**src/rtl/cmd_cfg_pkg.sv**
```systemverilog
package cmd_cfg_pkg;
  localparam int REG_W = 8;

  typedef enum logic [1:0] {PH_IDLE, PH_CMD, PH_FREQ} phase_t;

  // strobes from the opcode decoder to the register datapath
  typedef struct packed {
    logic [REG_W-1:0] setMask;
    logic [REG_W-1:0] clrMask;
    logic             softRst;
    logic             loadFreq;
    logic             armSel;
    logic             selFreq;
  } cmdStrobes_t;

  // status word field positions (read-back layout)
  localparam int BIT_COMPOSITE = 7;
  localparam int BIT_EXTSYNC   = 6;
  localparam int BIT_SYNCNEG   = 5;
  localparam int BIT_PWRDN     = 4;
  localparam int BIT_BYPASS    = 3;
  localparam int BIT_CLAMP1    = 2;
  localparam int BIT_CLAMP2    = 1;
  localparam int BIT_CLAMP3    = 0;

  localparam logic [REG_W-1:0] OP_SOFTRST = 8'h10;
  localparam logic [REG_W-1:0] OP_LDFREQ  = 8'h12;
  localparam logic [REG_W-1:0] OP_RDFREQ  = 8'h13;
endpackage

```
**src/rtl/cmd_decode.sv**
```systemverilog
module cmd_decode
  import cmd_cfg_pkg::*;
(
  input  logic             clk,
  input  logic             rstN,
  input  logic             addrValid,
  input  logic             addrRead,
  input  logic             byteValid,
  input  logic [REG_W-1:0] byteData,
  input  logic             busStop,
  output cmdStrobes_t      strobes
);
  phase_t phase, phaseNxt;
  logic   inCmd, inFreq, fieldLevel;
  logic [2:0] fieldSel;

  // field addressed by an opcode pair 0..7
  function automatic int fieldBit(input logic [2:0] pairIdx);
    case (pairIdx)
      3'd0:    return BIT_PWRDN;
      3'd1:    return BIT_CLAMP1;
      3'd2:    return BIT_CLAMP2;
      3'd3:    return BIT_CLAMP3;
      3'd4:    return BIT_COMPOSITE;
      3'd5:    return BIT_EXTSYNC;
      3'd6:    return BIT_SYNCNEG;
      default: return BIT_BYPASS;
    endcase
  endfunction

  assign inCmd      = byteValid && (phase == PH_CMD);
  assign inFreq     = byteValid && (phase == PH_FREQ);
  assign fieldSel   = byteData[3:1];
  // pair 0 is inverted: even code enters power-down
  assign fieldLevel = byteData[0] ^ (fieldSel == 3'd0);

  always_comb begin
    strobes = '0;
    strobes.loadFreq = inFreq;
    if (inCmd) begin
      strobes.armSel  = 1'b1;
      strobes.selFreq = (byteData == OP_RDFREQ);
      if (byteData[REG_W-1:4] == '0) begin
        if (fieldLevel) strobes.setMask[fieldBit(fieldSel)] = 1'b1;
        else            strobes.clrMask[fieldBit(fieldSel)] = 1'b1;
      end
      strobes.softRst = (byteData == OP_SOFTRST);
    end
  end

  always_comb begin
    phaseNxt = phase;
    if (inCmd)  phaseNxt = (byteData == OP_LDFREQ) ? PH_FREQ : PH_IDLE;
    if (inFreq) phaseNxt = PH_IDLE;
    // framing events act after the byte of the same cycle
    if (busStop)   phaseNxt = PH_IDLE;
    if (addrValid) phaseNxt = addrRead ? PH_IDLE : PH_CMD;
  end

  always_ff @(posedge clk or negedge rstN) begin
    if (!rstN) phase <= PH_IDLE;
    else       phase <= phaseNxt;
  end
endmodule

```
**src/rtl/cfg_regs.sv**
```systemverilog
module cfg_regs
  import cmd_cfg_pkg::*;
#(
  parameter logic [REG_W-1:0] STATUS_RST = 8'h03,
  parameter logic [REG_W-1:0] FREQ_RST   = 8'hFF
)(
  input  logic             clk,
  input  logic             rstN,
  input  cmdStrobes_t      strobes,
  input  logic [REG_W-1:0] byteData,
  output logic [REG_W-1:0] statusWord,
  output logic [REG_W-1:0] freqCode,
  output logic [REG_W-1:0] rdData
);
  logic selFreqQ;

  always_ff @(posedge clk or negedge rstN) begin
    if (!rstN) begin
      statusWord <= STATUS_RST;
      freqCode   <= FREQ_RST;
      selFreqQ   <= 1'b0;
    end else begin
      if (strobes.softRst) statusWord <= STATUS_RST;
      else statusWord <= (statusWord & ~strobes.clrMask) | strobes.setMask;
      if (strobes.loadFreq) freqCode <= byteData;
      if (strobes.armSel)   selFreqQ <= strobes.selFreq;
    end
  end

  assign rdData = selFreqQ ? freqCode : statusWord;
endmodule

```
**src/rtl/cmd_cfg_bank.sv**
```systemverilog
module cmd_cfg_bank
  import cmd_cfg_pkg::*;
#(
  parameter logic [REG_W-1:0] STATUS_RST = 8'h03,
  parameter logic [REG_W-1:0] FREQ_RST   = 8'hFF
)(
  input  logic             clk,
  input  logic             rstN,
  input  logic             addrValid,
  input  logic             addrRead,
  input  logic             byteValid,
  input  logic [REG_W-1:0] byteData,
  input  logic             busStop,
  output logic             pwrDown,
  output logic             filterBypass,
  output logic             compositeIn,
  output logic             extSyncEn,
  output logic             syncNeg,
  output logic [2:0]       clampHigh,
  output logic [REG_W-1:0] freqCode,
  output logic [REG_W-1:0] rdData
);
  cmdStrobes_t      strobes;
  logic [REG_W-1:0] statusWord;

  cmd_decode u_decode (
    .clk(clk), .rstN(rstN), .addrValid(addrValid), .addrRead(addrRead),
    .byteValid(byteValid), .byteData(byteData), .busStop(busStop),
    .strobes(strobes)
  );

  cfg_regs #(.STATUS_RST(STATUS_RST), .FREQ_RST(FREQ_RST)) u_regs (
    .clk(clk), .rstN(rstN), .strobes(strobes), .byteData(byteData),
    .statusWord(statusWord), .freqCode(freqCode), .rdData(rdData)
  );

  assign pwrDown      = statusWord[BIT_PWRDN];
  assign filterBypass = statusWord[BIT_BYPASS];
  assign compositeIn  = statusWord[BIT_COMPOSITE];
  assign extSyncEn    = statusWord[BIT_EXTSYNC];
  assign syncNeg      = statusWord[BIT_SYNCNEG];
  assign clampHigh    = {statusWord[BIT_CLAMP3], statusWord[BIT_CLAMP2],
                         statusWord[BIT_CLAMP1]};
endmodule

```
**config.mk**
```make
export PLATFORM = sky130hd
export DESIGN_NAME = cmd_cfg_bank
export DESIGN_NICKNAME = d
export VERILOG_FILES = /design/src/rtl/cmd_cfg_pkg.sv /design/src/rtl/cmd_decode.sv /design/src/rtl/cfg_regs.sv /design/src/rtl/cmd_cfg_bank.sv
export SDC_FILE = /design/constraint.sdc
export NUM_CORES = 1
export LEC_CHECK = 0
export ABC_AREA = 1
export CAP_MARGIN = 25
export CORE_UTILIZATION = 40
export DETAILED_ROUTE_END_ITERATION = 8
export HOLD_SLACK_MARGIN = 0.03
export PLACE_DENSITY = 0.71
export SYNTH_ARGS = -nofsm -noshare
export SYNTH_HDL_FRONTEND = slang
export SYNTH_HIERARCHICAL = 1
export SYNTH_SLANG_ARGS = --single-unit
```
**constraint.sdc**
```tcl
create_clock -name clk -period 1.28 [get_ports clk]
set_input_delay 0.192 -clock clk [delete_from_list [all_inputs] [get_ports clk]]
set_output_delay 0.192 -clock clk [all_outputs]
set_load 0.01 [all_outputs]
```
==> reports/results.tsv <==
stage	metric	value	unit
layout	finish.utilization	0.659	
cts	ctsHtreeMaxLevel	1	
synthesis	synth_top_area_frac	0.227	
cts	cts_buffer_depth	2	
status	violations	negative setup slack	
synthesis	synth-edff-count	0	
floorplan	floorplan.initialDensity	0.420	
synthesis	synth_area_leaders	dfstp_2 23%, dfrtp_1 19%, inv_1 11%, nand2_1 11%, nor2_1 7.5%	
synthesis	synth_seq_area_share	0.422	
timing	slew_violations	0	
power_and_ir_drop	combPwrFrac	0.220	
status	status	complete, but fails checks	
power_and_ir_drop	internal_power	893	µW
setup_path	r2r-start	u_decode/phase[1]$_DFFE_PN0P_	
cts	ctsRootBufferMaster	clkbuf_4	
cts	clock_sinks	19	
synthesis	synth.ff_latch_count	19	
layout	drive_gt1_frac	0.460	
layout	fillers	253	
timing	setup_slack	-0.147	ns
floorplan	die_area	3110	µm²
timing	finalHoldViolCount	0	
cts	cts_tree	done	
floorplan	die_h	55.8	µm
global_route	grt_pass1_wl	5.59	mm
floorplan	pin_count	38	
route	wire_per_inst	12.4	µm
power_and_ir_drop	seq_power_share	0.527	
placement	dp_hpwl	2.31	mm
power_and_ir_drop	p_switching	342	µW
timing	setup_viol	12	
global_route	globalRouteTotalUtil	0.231	
synthesis	synth_common_cells	34 x inv_1, 33 x nand2_1, 23 x nor2_1	
power_and_ir_drop	power_leakage	0.882	nW
timing	period_needed	1.43	ns
setup_path	cp_slowest_stage_delay	0.44	ns
power_and_ir_drop	switching_share	0.277	
timing	finalCritPeriodShare	1.11	
timing	relSlewSlack	0.835	
timing	rsz0062_at_grt	yes	
global_route	grt_max_degree	20	
setup_path	cp-start-kind	register	
placement	gp_congestion	0.929	
route	ant_nets	0	
layout	area_growth	57.0	%
cts	clk_pin_slew	0.11	ns
layout	nNetsFinal	250	
route	via_per_inst	4.75	
route	drt_iter0_drc	41	
route	wl	3.29	mm
global_route	antenna_found_initial	0	
cts	clkLatencyLatePin	0.29	ns
placement	port_buffers	37	
cts	cts-buffers-inserted	3	
floorplan	fp.coreArea	2760	µm²
setup_path	r2r_cells	7	
synthesis	ys_types	19	
power_and_ir_drop	pwr-share-clk	0.253	
layout	diodes	0	
global_route	globalRoute.totalOverflow	0	
floorplan	die_w	55.8	µm
setup_path	crit_buf_inv	2	
synthesis	async_reset_ff_frac	1.00	
hold_path	hold_class	in2async	
synthesis	syn_area	1160	µm²
route	drcViolationCount	0	
synthesis	synthCells	164	
floorplan	row_count	19	
setup_path	worstPathArrival	1.23	ns
synthesis	yosysTopAreaCell	dfstp_2	
setup_path	cp_cell_sequence	clkinvlp_4, o21ai_1, buf_2	
timing	tightest_slew	0.247	ns
global_route	grt_pass1_vias	1262	
setup_path	crit_slowest_cell	dfrtp_2	
synthesis	synth_area_per_cell	7.06	µm²
timing	skew	0.00149	ns
synthesis	yosysMostFrequentCell	inv_1	
route	via_count	1263	
setup_path	rrSetupSlack	-0.05	ns
route	first_pass_iters	4	
setup_path	crit_fanout	6	
synthesis	ys_warn_count	6	
synthesis	synth_nets	178	
setup_path	cp_data_required_time	1.09	ns
timing	max_freq	701	MHz
setup_path	cp-end-kind	output port	
power_and_ir_drop	powerDensity	680	nW/µm²
synthesis	synth_top_flop_cell	dfstp_2	
flow_run	maxCapViolCount	0	
setup_path	r2r_end	u_regs/statusWord[7]$_DFF_PN0_	
setup_path	critPathTopFamily	flip-flops	
setup_path	worstSetupPathType	reg2out	
timing	final.setup.tns	-1.06	ns
power_and_ir_drop	irDropWorstVdd	0.000637	V
cell families (layout without fill, tap and decap cells):
kind of cell | Yosys count | after routing | share of synthesized area
compound gates | 27 | 27 | 0.130
buf+inv | 42 | 113 | 0.154
simple gates | 76 | 76 | 0.295
flops | 19 | 19 | 0.422
through the flow:
step                      total power, mW  setup WS, ns  cell area [µm²]  std cells  hold WS (ns)
after CTS                            1.23        -0.149             1780        265         0.213
after detailed placement            0.928        -0.309             1740        255         0.486
final                                1.23        -0.147             1820        266         0.215
after global routing                 1.30        -0.209             1820        266         0.220
after global placement              0.921        -0.254             1740        255         0.474
after floorplan                     0.747         0.117             1160        164        -0.104
metal layers:
metal  GRT usage  up-vias  share of wire
met4      0.0964        0          0.013
li1            -      639              -
met3      0.0209        6          0.045
met2       0.408       37           0.53
met1       0.288      581           0.41
met5           0        -              0
registers in the layout, indices dropped and copies added, names as in the netlist:
register,cells
u_decode/phase,2
u_regs/selFreqQ,1
u_regs/freqCode,8
u_regs/statusWord,8
power by group through the flow:
stage	clock, mW	combinational, mW	sequential [mW]
6_report	0.313	0.272	0.650
5_1_grt	0.347	0.298	0.654
4_1_cts	0.319	0.262	0.651
3_5_place_dp	0	0.266	0.662
3_3_place_gp	0	0.262	0.660
2_1_floorplan	0	0.0752	0.672
area by class of cell:
type | count | area, µm² | share of cell area
Timing Repair inverter | 1 | 7.51 | 0.00413
Sequential cell | 19 | 489 | 0.269
Inverter | 37 | 141 | 0.0778
Timing Repair Buffer | 71 | 547 | 0.301
Clock buffer | 4 | 26.3 | 0.0145
Multi-Input combinational cell | 103 | 567 | 0.312
Tap cell | 31 | 38.8 | 0.0213
worst max-delay path by stage:
stage	end	slack, ns	depth (start not counted)	startpoint
6_report	rdData[6]	-0.15	3	u_regs/selFreqQ$_DFFE_PN0P_
5_1_grt	rdData[6]	-0.21	3	u_regs/selFreqQ$_DFFE_PN0P_
4_1_cts	rdData[6]	-0.15	3	u_regs/selFreqQ$_DFFE_PN0P_
3_5_place_dp	u_regs/statusWord[3]$_DFF_PN0_	-0.31	10	byteValid
3_3_place_gp	u_regs/statusWord[2]$_DFF_PN0_	-0.25	8	byteValid
2_1_floorplan	u_regs/statusWord[3]$_DFF_PN0_	0.12	8	u_decode/phase[1]$_DFFE_PN0P_
what timing repair did:
| item | CTS | global route |
|---|---|---|
| pin swaps | 10 | 8 |
| gates resized for setup | 89 | 32 |
| setup buffers | 5 | 1 |
| cloned | 1 | 0 |
| hold buffers | 0 | 0 |
| setup endpoints to repair | 26 | 28 |
cells in the final DEF, fill, tap and decap left out, drive strengths merged, types with 7 or more instances in the layout:
cell / n
inv: 37
buf: 49
a21oi: 7
o21ai: 20
nand3: 12
nand2: 36
clkbuf: 9
dfrtp: 9
clkdlybuf4s50: 12
nor2: 26
dfstp: 10
(Power assumes the default switching activity.)
